===== src/rtl/irq_status_pkg.sv =====
package irq_status_pkg;
  localparam int NSRC       = 12;
  localparam int RXLVL_BIT  = 2;
  localparam int TXLVL_BIT  = 4;
  localparam int ABORT_BIT  = 6;

  localparam logic [7:0] A_MASKED  = 8'h2C;
  localparam logic [7:0] A_MASK    = 8'h30;
  localparam logic [7:0] A_RAW     = 8'h34;
  localparam logic [7:0] A_CLR_ALL = 8'h40;
  localparam logic [7:0] A_CLR_BASE= 8'h44;
  localparam logic [7:0] A_ABORT   = 8'h80;

  function automatic bit is_level(input int idx);
    return (idx == RXLVL_BIT) || (idx == TXLVL_BIT);
  endfunction

  // position of a source among the clearable ones
  function automatic int clr_rank(input int idx);
    int r;
    r = 0;
    for (int k = 0; k < idx; k++)
      if (!is_level(k)) r++;
    return r;
  endfunction

  function automatic logic [7:0] clr_addr(input int idx);
    return A_CLR_BASE + 8'(4 * clr_rank(idx));
  endfunction
endpackage


===== src/rtl/irq_clear_decode.sv =====
module irq_clear_decode
  import irq_status_pkg::*;
#(
  parameter int ADDR_W = 8
) (
  input  logic [ADDR_W-1:0] addr,
  input  logic              rd_en,
  output logic [NSRC-1:0]   clr_own,
  output logic              clr_all,
  output logic              clr_abort
);
  for (genvar i = 0; i < NSRC; i++) begin : g_dec
    if (is_level(i)) begin : g_lvl
      assign clr_own[i] = 1'b0;
    end else begin : g_pls
      assign clr_own[i] = rd_en && (addr == ADDR_W'(clr_addr(i)));
    end
  end

  assign clr_all   = rd_en && (addr == ADDR_W'(A_CLR_ALL));
  assign clr_abort = clr_own[ABORT_BIT];
endmodule


===== src/rtl/irq_abort_latch.sv =====
module irq_abort_latch #(
  parameter int ABORT_W = 16
) (
  input  logic               clk,
  input  logic               rst_n,
  input  logic               clr,
  input  logic [ABORT_W-1:0] vec,
  output logic [ABORT_W-1:0] cap,
  output logic               hit
);
  assign hit = |vec;

  always_ff @(posedge clk or negedge rst_n) begin
    if (!rst_n) cap <= '0;
    else        cap <= (clr ? '0 : cap) | vec;
  end

  a_r10_wipe: assert property (@(posedge clk) disable iff (!rst_n)
    (clr && vec == '0) |=> (cap == '0));
  a_r9_accumulate: assert property (@(posedge clk) disable iff (!rst_n)
    !clr |=> ((cap & $past(cap)) == $past(cap)));
endmodule


===== src/rtl/irq_status_regs.sv =====
module irq_status_regs
  import irq_status_pkg::*;
#(
  parameter int ADDR_W  = 8,
  parameter int DATA_W  = 16,
  parameter int ABORT_W = 16
) (
  input  logic               clk,
  input  logic               rst_n,
  input  logic [ADDR_W-1:0]  addr,
  input  logic [NSRC-1:0]    wdata,
  input  logic               wr_en,
  input  logic               rd_en,
  output logic [DATA_W-1:0]  rdata,
  input  logic [NSRC-1:0]    src_evt,
  input  logic [ABORT_W-1:0] abort_vec,
  output logic               irq
);
  logic [NSRC-1:0]    raw;
  logic [NSRC-1:0]    mask_q;
  logic [NSRC-1:0]    masked;
  logic [NSRC-1:0]    clr_own;
  logic [NSRC-1:0]    set_evt;
  logic               clr_all;
  logic               clr_abort;
  logic               abort_hit;
  logic [ABORT_W-1:0] abort_cap;

  irq_clear_decode #(.ADDR_W(ADDR_W)) u_dec (
    .addr(addr), .rd_en(rd_en),
    .clr_own(clr_own), .clr_all(clr_all), .clr_abort(clr_abort)
  );

  irq_abort_latch #(.ABORT_W(ABORT_W)) u_abort (
    .clk(clk), .rst_n(rst_n), .clr(clr_abort), .vec(abort_vec),
    .cap(abort_cap), .hit(abort_hit)
  );

  for (genvar i = 0; i < NSRC; i++) begin : g_src
    if (is_level(i)) begin : g_lvl
      assign set_evt[i] = 1'b0;
      assign raw[i]     = src_evt[i];
    end else begin : g_pls
      logic bit_q;
      if (i == ABORT_BIT) begin : g_ab
        assign set_evt[i] = src_evt[i] | abort_hit;
      end else begin : g_nab
        assign set_evt[i] = src_evt[i];
      end
      always_ff @(posedge clk or negedge rst_n) begin
        if (!rst_n)                       bit_q <= 1'b0;
        else if (set_evt[i])              bit_q <= 1'b1;
        else if (clr_own[i] || clr_all)   bit_q <= 1'b0;
      end
      assign raw[i] = bit_q;

      a_r8_event_wins: assert property (@(posedge clk) disable iff (!rst_n)
        set_evt[i] |=> raw[i]);
      a_r6_clear_own: assert property (@(posedge clk) disable iff (!rst_n)
        (clr_own[i] && !set_evt[i]) |=> !raw[i]);
      a_r7_clear_all: assert property (@(posedge clk) disable iff (!rst_n)
        (clr_all && !set_evt[i]) |=> !raw[i]);
    end
  end

  always_ff @(posedge clk or negedge rst_n) begin
    if (!rst_n) mask_q <= '0;
    else if (wr_en && addr == ADDR_W'(A_MASK)) mask_q <= wdata;
  end

  assign masked = raw & mask_q;
  assign irq    = |masked;

  always_comb begin
    rdata = '0;
    if (rd_en) begin
      case (addr)
        ADDR_W'(A_MASKED): rdata = DATA_W'(masked);
        ADDR_W'(A_MASK):   rdata = DATA_W'(mask_q);
        ADDR_W'(A_RAW):    rdata = DATA_W'(raw);
        ADDR_W'(A_ABORT):  rdata = DATA_W'(abort_cap);
        default:           rdata = '0;
      endcase
    end
  end

  a_r6_one_clear: assert property (@(posedge clk) disable iff (!rst_n)
    $onehot0(clr_own));
  a_r9_abort_sets: assert property (@(posedge clk) disable iff (!rst_n)
    abort_hit |=> raw[ABORT_BIT]);
  a_r4_mask_hold: assert property (@(posedge clk) disable iff (!rst_n)
    !wr_en |=> $stable(mask_q));
endmodule


===== config.mk =====
export PLATFORM = sky130hd
export DESIGN_NAME = irq_status_regs
export DESIGN_NICKNAME = d
export VERILOG_FILES = /design/src/rtl/irq_status_pkg.sv /design/src/rtl/irq_clear_decode.sv /design/src/rtl/irq_abort_latch.sv /design/src/rtl/irq_status_regs.sv
export SDC_FILE = /design/constraint.sdc
export NUM_CORES = 1
export LEC_CHECK = 0
export BUFFER_PORTS_ARGS = -buffer_cell sky130_fd_sc_hd__clkbuf_2
export CELL_PAD_IN_SITES_DETAIL_PLACEMENT = 1
export CELL_PAD_IN_SITES_GLOBAL_PLACEMENT = 1
export CORE_UTILIZATION = 38
export CTS_CLUSTER_SIZE = 30
export DETAILED_ROUTE_END_ITERATION = 12
export PLACE_DENSITY = 0.82
export SYNTH_ARGS = -nofsm -noshare
export SYNTH_HDL_FRONTEND = slang
export SYNTH_SLANG_ARGS = --single-unit

===== constraint.sdc =====
create_clock -name clk -period 2.1 [get_ports clk]
set_input_delay 0.21 -clock clk [delete_from_list [all_inputs] [get_ports clk]]
set_output_delay 0.21 -clock clk [all_outputs]
set_load 0.005 [all_outputs]

==> metrics.csv, run 1 <==
stage,metric,value,unit
place,DP Wirelength,4610,microns
worst_setup_path,largest fanout on the critical path,12,
synthesis,"Primary FF master, synth",dfrtp_1,
synthesis,synth top area cells,"dfrtp_1, a21o_1, mux2_2",
layout,n_diodes,0,
synthesis,fraction of registers with async set/reset,1.00,
place,Buffers on Ports,68,
worst_setup_path,CP max stage delay,0.43,ns
place,Placer Congestion,0.827,
worst_setup_path,WP data required,1.89,ns
grt,GRT Resource Usage Total,0.226,
sta,setup total negative slack,0,ns
layout,fin util,0.504,
grt,vias in the first global route,2008,
detailed_routing,First-pass DRT Iterations,4,
clocking,clock sinks,38,
worst_setup_path,Most Frequent Cell on Critical Path,clkbuf_2,
synthesis,Netlist Area Pre-Place,2080,sq um
min_path,worst min path class,input port to flip-flop,
synthesis,synthesized area per cell,10.9,sq um
layout,"most common cell after layout, fill and taps aside",clkbuf_2,
worst_setup_path,critical path startpoint category,input port,
die,die height,75.9,microns
job,max_cap viols,0,
synthesis,"EDFF count, synth",0,
layout,Layout Nets,315,
die,# rows,26,
pwr,total power,1.46,mW
clocking,setup bufs post-CTS,0,
layout,Multi-input gate area,1060,sq um
clocking,Clock Latency Late Sink,0.29,ns
sta,"Setup violations, final",0,
die,IO Count,69,
layout,synth-to-layout area growth,25.5,%
clocking,clk slew on worst S/H paths,0.08,ns
detailed_routing,vias per inst,5.67,
clocking,Clock Path Buffers,2,
layout,register area,951,sq um
clocking,hold buffer count at CTS,1,
detailed_routing,vias post-DR,1895,
sta,fin. max-slew vios,0,
worst_setup_path,Setup CP Type,input port to primary output,
layout,"commonest cells after routing, fill and taps aside","clkbuf_2, dfrtp_1, a21o_1, nor2_1, a22oi_1",
sta,RSZ-0062 raised after global routing,false,
detailed_routing,Detail Route Antenna Nets,0,
detailed_routing,DRC,0,
worst_setup_path,worst path cell trace,clkbuf_2 > nor4b_1 > a22o_1 > a2bb2oi_1 > buf_4 > o21a_1 > clkbuf_2,
status,status,completed,
layout,Final Non-Filler Cells,334,
grt,total grt overflow,0,
sta,fin crit period,1.88,ns
synthesis,Post-Syn Nets,242,
detailed_routing,DRT Wirelength,6050,microns
layout,ratio of cells with drive above 1 in the final layout,0.390,
die,Chip Width,75.9,microns
detailed_routing,DR iter-0 viols,88,
clocking,Root Buffer,clkbuf_8,
sta,Hold Fails Final Rpt,0,
sta,FMAX,531,MHz
worst_setup_path,critical path arrival,1.67,ns
die,Starting Density,0.402,
worst_setup_path,Crit-path slowest cell,nor4b_1,
synthesis,post-synth cell types,34,
synthesis,Synth warnings,0,
synthesis,top cell type by total area after synthesis,dfrtp_1,
grt,largest net degree at the start of global routing,39,
synthesis,synthesis-stage register bit count,38,
die,Die ar.,5770,sq um
place,Inst Count DP,325,
grt,first-pass GRT wire length,10200,microns
clocking,H-tree Lvls,2,
layout,Filler cells,595,
clocking,TritonCTS clock tree,built,
sta,Final Cycle Share,0.897,
synthesis,Yosys top cell area share,0.458,
synthesis,Synth Instances,190,
grt,initial antenna violation count,0,
pwr,VDD IR-drop max,0.379,mV
sta,Worst slew margin,0.660,
clocking,post-CTS sizing,0,
sta,Hold WS,0.0889,ns
clocking,CTS Buf Count,5,
synthesis,post-synthesis sequential area ratio,0.458,
pwr,P per Cell Area,559,nW/um^2
sta,Clock Skews,0,ns
sta,worst-margin pin slew,0.509,ns
worst_setup_path,Worst setup EP type,primary output,
die,total core area,5170,sq um
pwr,leakage power,1.07,nW
detailed_routing,mean routed wirelength per cell,18.1,microns
[metrics by stage]
| step | setup WS (ns) | area (sq um) |
|---|---|---|
| global route | 0.0926 | 2610 |
| detailed placement | 0.233 | 2500 |
| floorplan | 0.361 | 2080 |
| CTS | 0.227 | 2610 |
| finish | 0.215 | 2610 |
| global placement | 0.270 | 2500 |
[synthesized netlist by cell type (4+ instances only)]
library cell,instances
a21o_1,24
nor2_1,17
buf_2,5
o21a_1,12
a22oi_1,14
nand2_1,5
a32o_1,12
nand3_1,6
dfrtp_1,38
mux2_2,12
and3_1,4
[kinds of logic after synthesis]
kind of cell    after synthesis  synth area share
compound gates               72             0.277
xor+xnor                      3            0.0127
buf+inv                      12            0.0337
flops                        38             0.458
mux                          12            0.0651
simple gates                 53             0.154
[per-layer routing]
metal  global-route usage  routed length [microns]  share of wire
met5                    0                        0              0
met2                0.384                     3020           0.50
met3               0.0518                      331          0.055
met1                0.281                     2580           0.43
met4               0.0769                      109          0.018
[registers in the layout, indices dropped and copies added, names as in the netlist]
name               flops
g_src.g_pls.bit_q     10
u_abort.cap           16
mask_q                12
[worst max-delay path: cells and delay by family]
family                 cells  cell delay [ns]
AOI/OAI and AO/OA          3             0.53
and+or+nand+nor            1             0.43
buffers and inverters      3             0.50
[power breakdown]
part	internal [mW]	switching (mW)
Sequential	0.743	0.0136
Combinational	0.0791	0.0878
Clock	0.264	0.270
Total	1.09	0.371
[area by class of cell]
| cell class | count | area share |
|---|---|---|
| multi-input cells | 140 | 0.405 |
| flip-flops and latches | 38 | 0.365 |
| clock buffers | 6 | 0.0317 |
| repair buffers | 78 | 0.160 |
| well taps | 70 | 0.0336 |
| clock inverters | 2 | 0.00480 |
[final timing paths]
path,to,startpoint,slack (ns),depth (start not counted)
max,rdata[6],addr[4],0.22,7
min reg2reg,u_abort.cap[15],u_abort.cap[15],0.48,1
max reg2reg,mask_q[2],mask_q[2],1.29,1
max in group asynchronous,g_src[0].g_pls.bit_q,rst_n,1.26,3
min in group asynchronous,g_src[11].g_pls.bit_q,rst_n,0.49,3
min,g_src[7].g_pls.bit_q,src_evt[7],0.09,2
Note: power is estimated with default switching activity, not from simulation.
==> inputs of run 2 (changes only) <==
- CORE_UTILIZATION: 38 -> 40
- CTS_BUF_LIST: unset -> sky130_fd_sc_hd__clkbuf_8
- HOLD_SLACK_MARGIN: unset -> 0.1
- PLACE_DENSITY: 0.82 -> 0.86
==> run 2 against run 1 <==
Against the previous run: via count up 1.2%; design area up 2.2%; total power increased by 0.61%.
==> metrics.csv, run 2 (synthesis results as in run 1) <==
stage,metric,value,unit,change
worst_setup_path,critical path startpoint category,input port,,
grt,vias in the first global route,1992,,-0.80%
layout,synth-to-layout area growth,28.3,%,
grt,GRT Resource Usage Total,0.243,,+0.0171
die,IO Count,69,,unchanged
place,Placer Congestion,0.849,,+2.7%
sta,setup total negative slack,0,ns,unchanged
grt,largest net degree at the start of global routing,39,,unchanged
detailed_routing,DR iter-0 viols,122,,+39%
clocking,clk slew on worst S/H paths,0.07,ns,about the same
layout,Final Non-Filler Cells,337,,+0.90%
worst_setup_path,Worst setup EP type,primary output,,
min_path,worst min path class,input port to flip-flop,,
pwr,sequential share of power,0.516,,-0.003
die,Die ar.,5480,sq um,-4.9%
detailed_routing,DRT Wirelength,6200,microns,+2.6%
clocking,Clock Latency Late Sink,0.29,ns,about the same
detailed_routing,mean routed wirelength per cell,18.4,microns,+1.7%
layout,Filler cells,570,,-4.2%
layout,Post-Layout Inst Area,2660,sq um,+2.2%
sta,Worst slew margin,0.610,,-0.0500
layout,largest reg by FF count,u_abort.cap,,
clocking,Clock Path Buffers,2,,unchanged
clocking,clock sinks,38,,unchanged
clocking,Root Buffer,clkbuf_8,,
pwr,VDD IR-drop max,0.302,mV,-20%
sta,Hold Fails Final Rpt,0,,unchanged
sta,FMAX,518,MHz,-2.4%
pwr,Power Internal,1.09,mW,+0.68%
layout,n_diodes,0,,unchanged
place,Inst Count DP,322,,-0.92%
worst_setup_path,critical path arrival,1.72,ns,+0.05 ns
sta,fin crit period,1.93,ns,+0.0464 ns
clocking,H-tree Lvls,2,,unchanged
die,die height,74.1,microns,-2.5%
pwr,sw power,0.372,mW,+0.39%
pwr,leakage power,1.09,nW,+2.3%
place,Buffers on Ports,68,,unchanged
sta,Final Cycle Share,0.920,,+0.0221
detailed_routing,vias post-DR,1918,,+1.2%
grt,total grt overflow,0,,unchanged
sta,worst-margin pin slew,0.583,ns,+0.0748 ns
layout,"commonest cells after routing, fill and taps aside","clkbuf_2, dfrtp_1, a21o_1, nor2_1, a22oi_1",,
grt,initial antenna violation count,0,,unchanged
detailed_routing,vias per inst,5.69,,+0.31%
clocking,hold buffer count at CTS,6,,+5
clocking,setup bufs post-CTS,0,,unchanged
layout,fin util,0.549,,+0.0453
sta,RSZ-0062 raised after global routing,false,,
grt,first-pass GRT wire length,9900,microns,-2.6%
status,status,completed,,
worst_setup_path,largest fanout on the critical path,12,,unchanged
layout,"most common cell after layout, fill and taps aside",clkbuf_2,,
detailed_routing,DRC,0,,unchanged
pwr,combinational power share,0.119,,+0.005
job,max_cap viols,0,,unchanged
place,Placed Area,2500,sq um,-0.15%
layout,Layout Nets,321,,+1.9%
pwr,Sw Ratio,0.254,,-0.000551
die,total core area,4850,sq um,-6.3%
place,DP Wirelength,4520,microns,-1.9%
pwr,P per Cell Area,550,nW/um^2,-1.5%
die,# rows,25,,-3.8%
clocking,post-CTS sizing,0,,unchanged
clocking,CTS Buf Count,5,,unchanged
sta,"Setup violations, final",0,,unchanged
die,Starting Density,0.428,,+0.0268
sta,fin. max-slew vios,0,,unchanged
detailed_routing,Detail Route Antenna Nets,0,,unchanged
die,Chip Width,74.1,microns,-2.5%
worst_setup_path,WP data required,1.89,ns,about the same
worst_setup_path,Setup CP Type,input port to primary output,,
sta,Clock Skews,0,ns,unchanged
layout,max FFs per register,16,,unchanged
detailed_routing,First-pass DRT Iterations,4,,unchanged
worst_setup_path,flop2flop setup slack,1.30,ns,about the same
pwr,clock power share,0.365,,about the same
layout,largest registers,"u_abort.cap (16), mask_q (12), g_src.g_pls.bit_q (10)",,
layout,ratio of cells with drive above 1 in the final layout,0.381,,-0.00867
clocking,TritonCTS clock tree,built,,
run 2: cell type report:
cell class,instances,area [sq um],share of cell area
repair buffers,84,478,0.179
clock inverters,2,12.5,0.00470
flip-flops and latches,38,951,0.357
multi-input cells,140,1060,0.396
well taps,67,83.8,0.0315
clock buffers,6,82.6,0.0310
run 2: path summary, 6_finish.rpt:
kind	start	to	depth (start not counted)
setup reg to reg	mask_q[3]	mask_q[3]	1
max in group asynchronous	rst_n	g_src[3].g_pls.bit_q	3
hold / removal	src_evt[1]	g_src[1].g_pls.bit_q	2
min in group asynchronous	rst_n	mask_q[8]	3
setup / recovery	addr[5]	rdata[5]	7
hold reg to reg	u_abort.cap[2]	u_abort.cap[2]	1
run 2: stage by stage:
stage / hold slack (ns) / setup slack (ns) / total power, mW
finish: 0.0989 / 0.169 / 1.47
global route: 0.103 / 0.0559 / 1.52
CTS: 0.100 / 0.193 / 1.48
detailed placement: 0.297 / 0.189 / 0.936
global placement: 0.292 / 0.188 / 0.932
floorplan: -0.0856 / 0.361 / 0.833
run 2: power groups by stage:
stage / Sequential [mW] / Combinational, mW / Clock, mW
5_1_grt: 0.758 / 0.192 / 0.568
4_1_cts: 0.756 / 0.174 / 0.544
2_1_floorplan: 0.767 / 0.0657 / 0
3_5_place_dp: 0.771 / 0.165 / 0
3_3_place_gp: 0.770 / 0.162 / 0
6_report: 0.757 / 0.175 / 0.535
run 2: critical path: stages:
cell and delay [ns]:
clkbuf_2 0.19, nor4bb_1 0.49, a22o_1 0.20, a2bb2oi_1 0.15
buf_4 0.22, o21a_1 0.15, clkbuf_2 0.11
run 2: per-layer routing:
layer	wire, microns	vias to the layer above	track usage
li1	-	898	-
met1	2650	943	0.315
met2	3190	68	0.409
met3	256	9	0.0420
met4	106	0	0.0833
met5	0	-	0
==> inputs of run 3 (changes only) <==
- CORE_UTILIZATION: 40 -> 43
- PLACE_DENSITY: 0.86 -> 0.91
- clock period: 2.1 -> 2.38 ns (I/O delays scaled with it)
==> run 3 against run 2 <==
Against the previous run: non-clock buffer count shrank 10; sequential share of layout area is 1.3 points higher; clock power increased by 4%; flip-flop and latch count stayed put; worst setup slack improved by 0.12 ns; largest cell class unchanged; largest power group unchanged.
==> metrics.csv, run 3 (synthesis results as in run 1) <==
stage,metric,value,unit,change
clocking,clk slew on worst S/H paths,0.08,ns,about the same
layout,largest registers,"u_abort.cap (16), mask_q (12), g_src.g_pls.bit_q (10)",,
grt,largest net degree at the start of global routing,39,,unchanged
detailed_routing,First-pass DRT Iterations,4,,unchanged
die,IO Count,69,,unchanged
clocking,H-tree Lvls,2,,unchanged
sta,Worst slew margin,0.359,,-0.251
layout,"commonest cells after routing, fill and taps aside","clkbuf_2, dfrtp_1, a21o_1, nor2_1, a22oi_1",,
grt,initial antenna violation count,0,,unchanged
place,DP Wirelength,4880,microns,+7.8%
clocking,Root Buffer,clkbuf_8,,
place,Placed Area,2460,sq um,-1.7%
job,max_cap viols,0,,unchanged
clocking,clock sinks,38,,unchanged
die,total core area,4500,sq um,-7.1%
layout,largest reg by FF count,u_abort.cap,,
sta,Hold Fails Final Rpt,0,,unchanged
layout,ratio of cells with drive above 1 in the final layout,0.385,,+0.00313
detailed_routing,vias post-DR,1937,,+0.99%
grt,total grt overflow,0,,unchanged
grt,first-pass GRT wire length,10600,microns,+6.9%
clocking,CTS Buf Count,5,,unchanged
clocking,Clock Path Buffers,2,,unchanged
worst_setup_path,critical path startpoint category,input port,,
place,Placer Congestion,0.838,,-1.2%
sta,Clock Skews,0,ns,unchanged
die,Starting Density,0.461,,+0.0327
layout,Layout Nets,311,,-3.1%
worst_setup_path,WP data required,2.14,ns,+0.25 ns
worst_setup_path,Worst setup EP type,primary output,,
die,Chip Width,71.5,microns,-3.5%
die,die height,71.5,microns,-3.5%
status,status,completed,,
detailed_routing,DRT Wirelength,6400,microns,+3.2%
worst_setup_path,Setup CP Type,input port to primary output,,
sta,Final Cycle Share,0.877,,
detailed_routing,Detail Route Antenna Nets,0,,unchanged
layout,n_diodes,0,,unchanged
clocking,Clock Latency Late Sink,0.29,ns,about the same
clocking,hold buffer count at CTS,0,,-6
layout,max FFs per register,16,,unchanged
sta,RSZ-0062 raised after global routing,false,,
sta,fin. max-slew vios,0,,unchanged
clocking,setup bufs post-CTS,0,,unchanged
clocking,TritonCTS clock tree,built,,
detailed_routing,vias per inst,6.21,,+9.1%
layout,Post-Layout Inst Area,2570,sq um,-3.5%
layout,"most common cell after layout, fill and taps aside",clkbuf_2,,
min_path,worst min path class,input port to asynchronous set/reset pin,,
sta,Hold WS,0.0810,ns,-0.0179 ns
pwr,VDD IR-drop max,0.294,mV,-2.6%
layout,synth-to-layout area growth,23.8,%,
pwr,leakage power,1.05,nW,-3.8%
worst_setup_path,critical path arrival,1.85,ns,+0.13 ns
pwr,total power,1.37,mW,-6.6%
sta,setup total negative slack,0,ns,unchanged
detailed_routing,mean routed wirelength per cell,20.5,microns,+11%
grt,GRT Resource Usage Total,0.273,,+0.0303
worst_setup_path,largest fanout on the critical path,12,,unchanged
die,# rows,24,,-4.0%
clocking,post-CTS sizing,0,,unchanged
place,Buffers on Ports,68,,unchanged
sta,worst-margin pin slew,0.962,ns,+0.378 ns
sta,FMAX,479,MHz,
die,Die ar.,5110,sq um,-6.8%
detailed_routing,DR iter-0 viols,124,,+1.6%
sta,fin crit period,2.09,ns,
grt,vias in the first global route,2078,,+4.3%
pwr,P per Cell Area,532,nW/um^2,-3.3%
detailed_routing,DRC,0,,unchanged
sta,"Setup violations, final",0,,unchanged
-- run 3: changes by cell type in the layout (fill, tap and decap cells not counted) --
cell           before  now
buf_4               9    6
bufinv_16           0    1
clkbuf_8            6    5
clkinv_2            1    0
clkinvlp_4          1    2
dlygate4sd3_1       7    0
-- run 3: path summary, 6_finish.rpt --
kind	start	to	slack [ns]	cells past startpoint
worst min-delay path	rst_n	g_src[11].g_pls.bit_q	0.08	1
worst min register to register	u_abort.cap[14]	u_abort.cap[14]	0.49	1
worst max-delay path	addr[4]	rdata[0]	0.29	6
worst max register to register	mask_q[6]	mask_q[6]	1.54	1
max in group asynchronous	rst_n	mask_q[2]	1.70	1
min in group clk	src_evt[3]	g_src[3].g_pls.bit_q	0.12	2
-- run 3: power by group --
| group | switching [mW] | internal (mW) | total, mW |
|---|---|---|---|
| clock | 0.243 | 0.312 | 0.554 |
| combinational | 0.0793 | 0.0670 | 0.146 |
| sequential | 0.0123 | 0.656 | 0.668 |
-- run 3: through the flow --
stage | worst slack, ns | util | std cells
floorplan | 0.585 | - | 190
global placement | 0.419 | 0.546 | 304
detailed placement | 0.312 | 0.546 | 304
CTS | 0.294 | 0.571 | 312
global route | 0.140 | 0.571 | 312
finish | 0.292 | 0.571 | 312
-- run 3: area by class of cell --
class                   count  area, sq um
clock buffers               5         68.8
multi-input cells         140         1060
fillers                   522         1930
repair buffers             74          385
flip-flops and latches     38          951
well taps                  52         65.1
clock inverters             3         45.0
-- run 3: per-layer routing --
layer	global-route usage	vias to the layer above	wire length, microns
li1	-	879	-
met1	0.358	966	2730
met2	0.454	79	3200
met3	0.0520	13	330
met4	0.0980	0	137
met5	0	-	0
-- run 3: critical path, cell delays in order --
cell	delay, ns
clkbuf_2	0.18
nor4b_1	0.40
and2_1	0.53
a32o_1	0.26
o21a_1	0.12
clkbuf_2	0.11
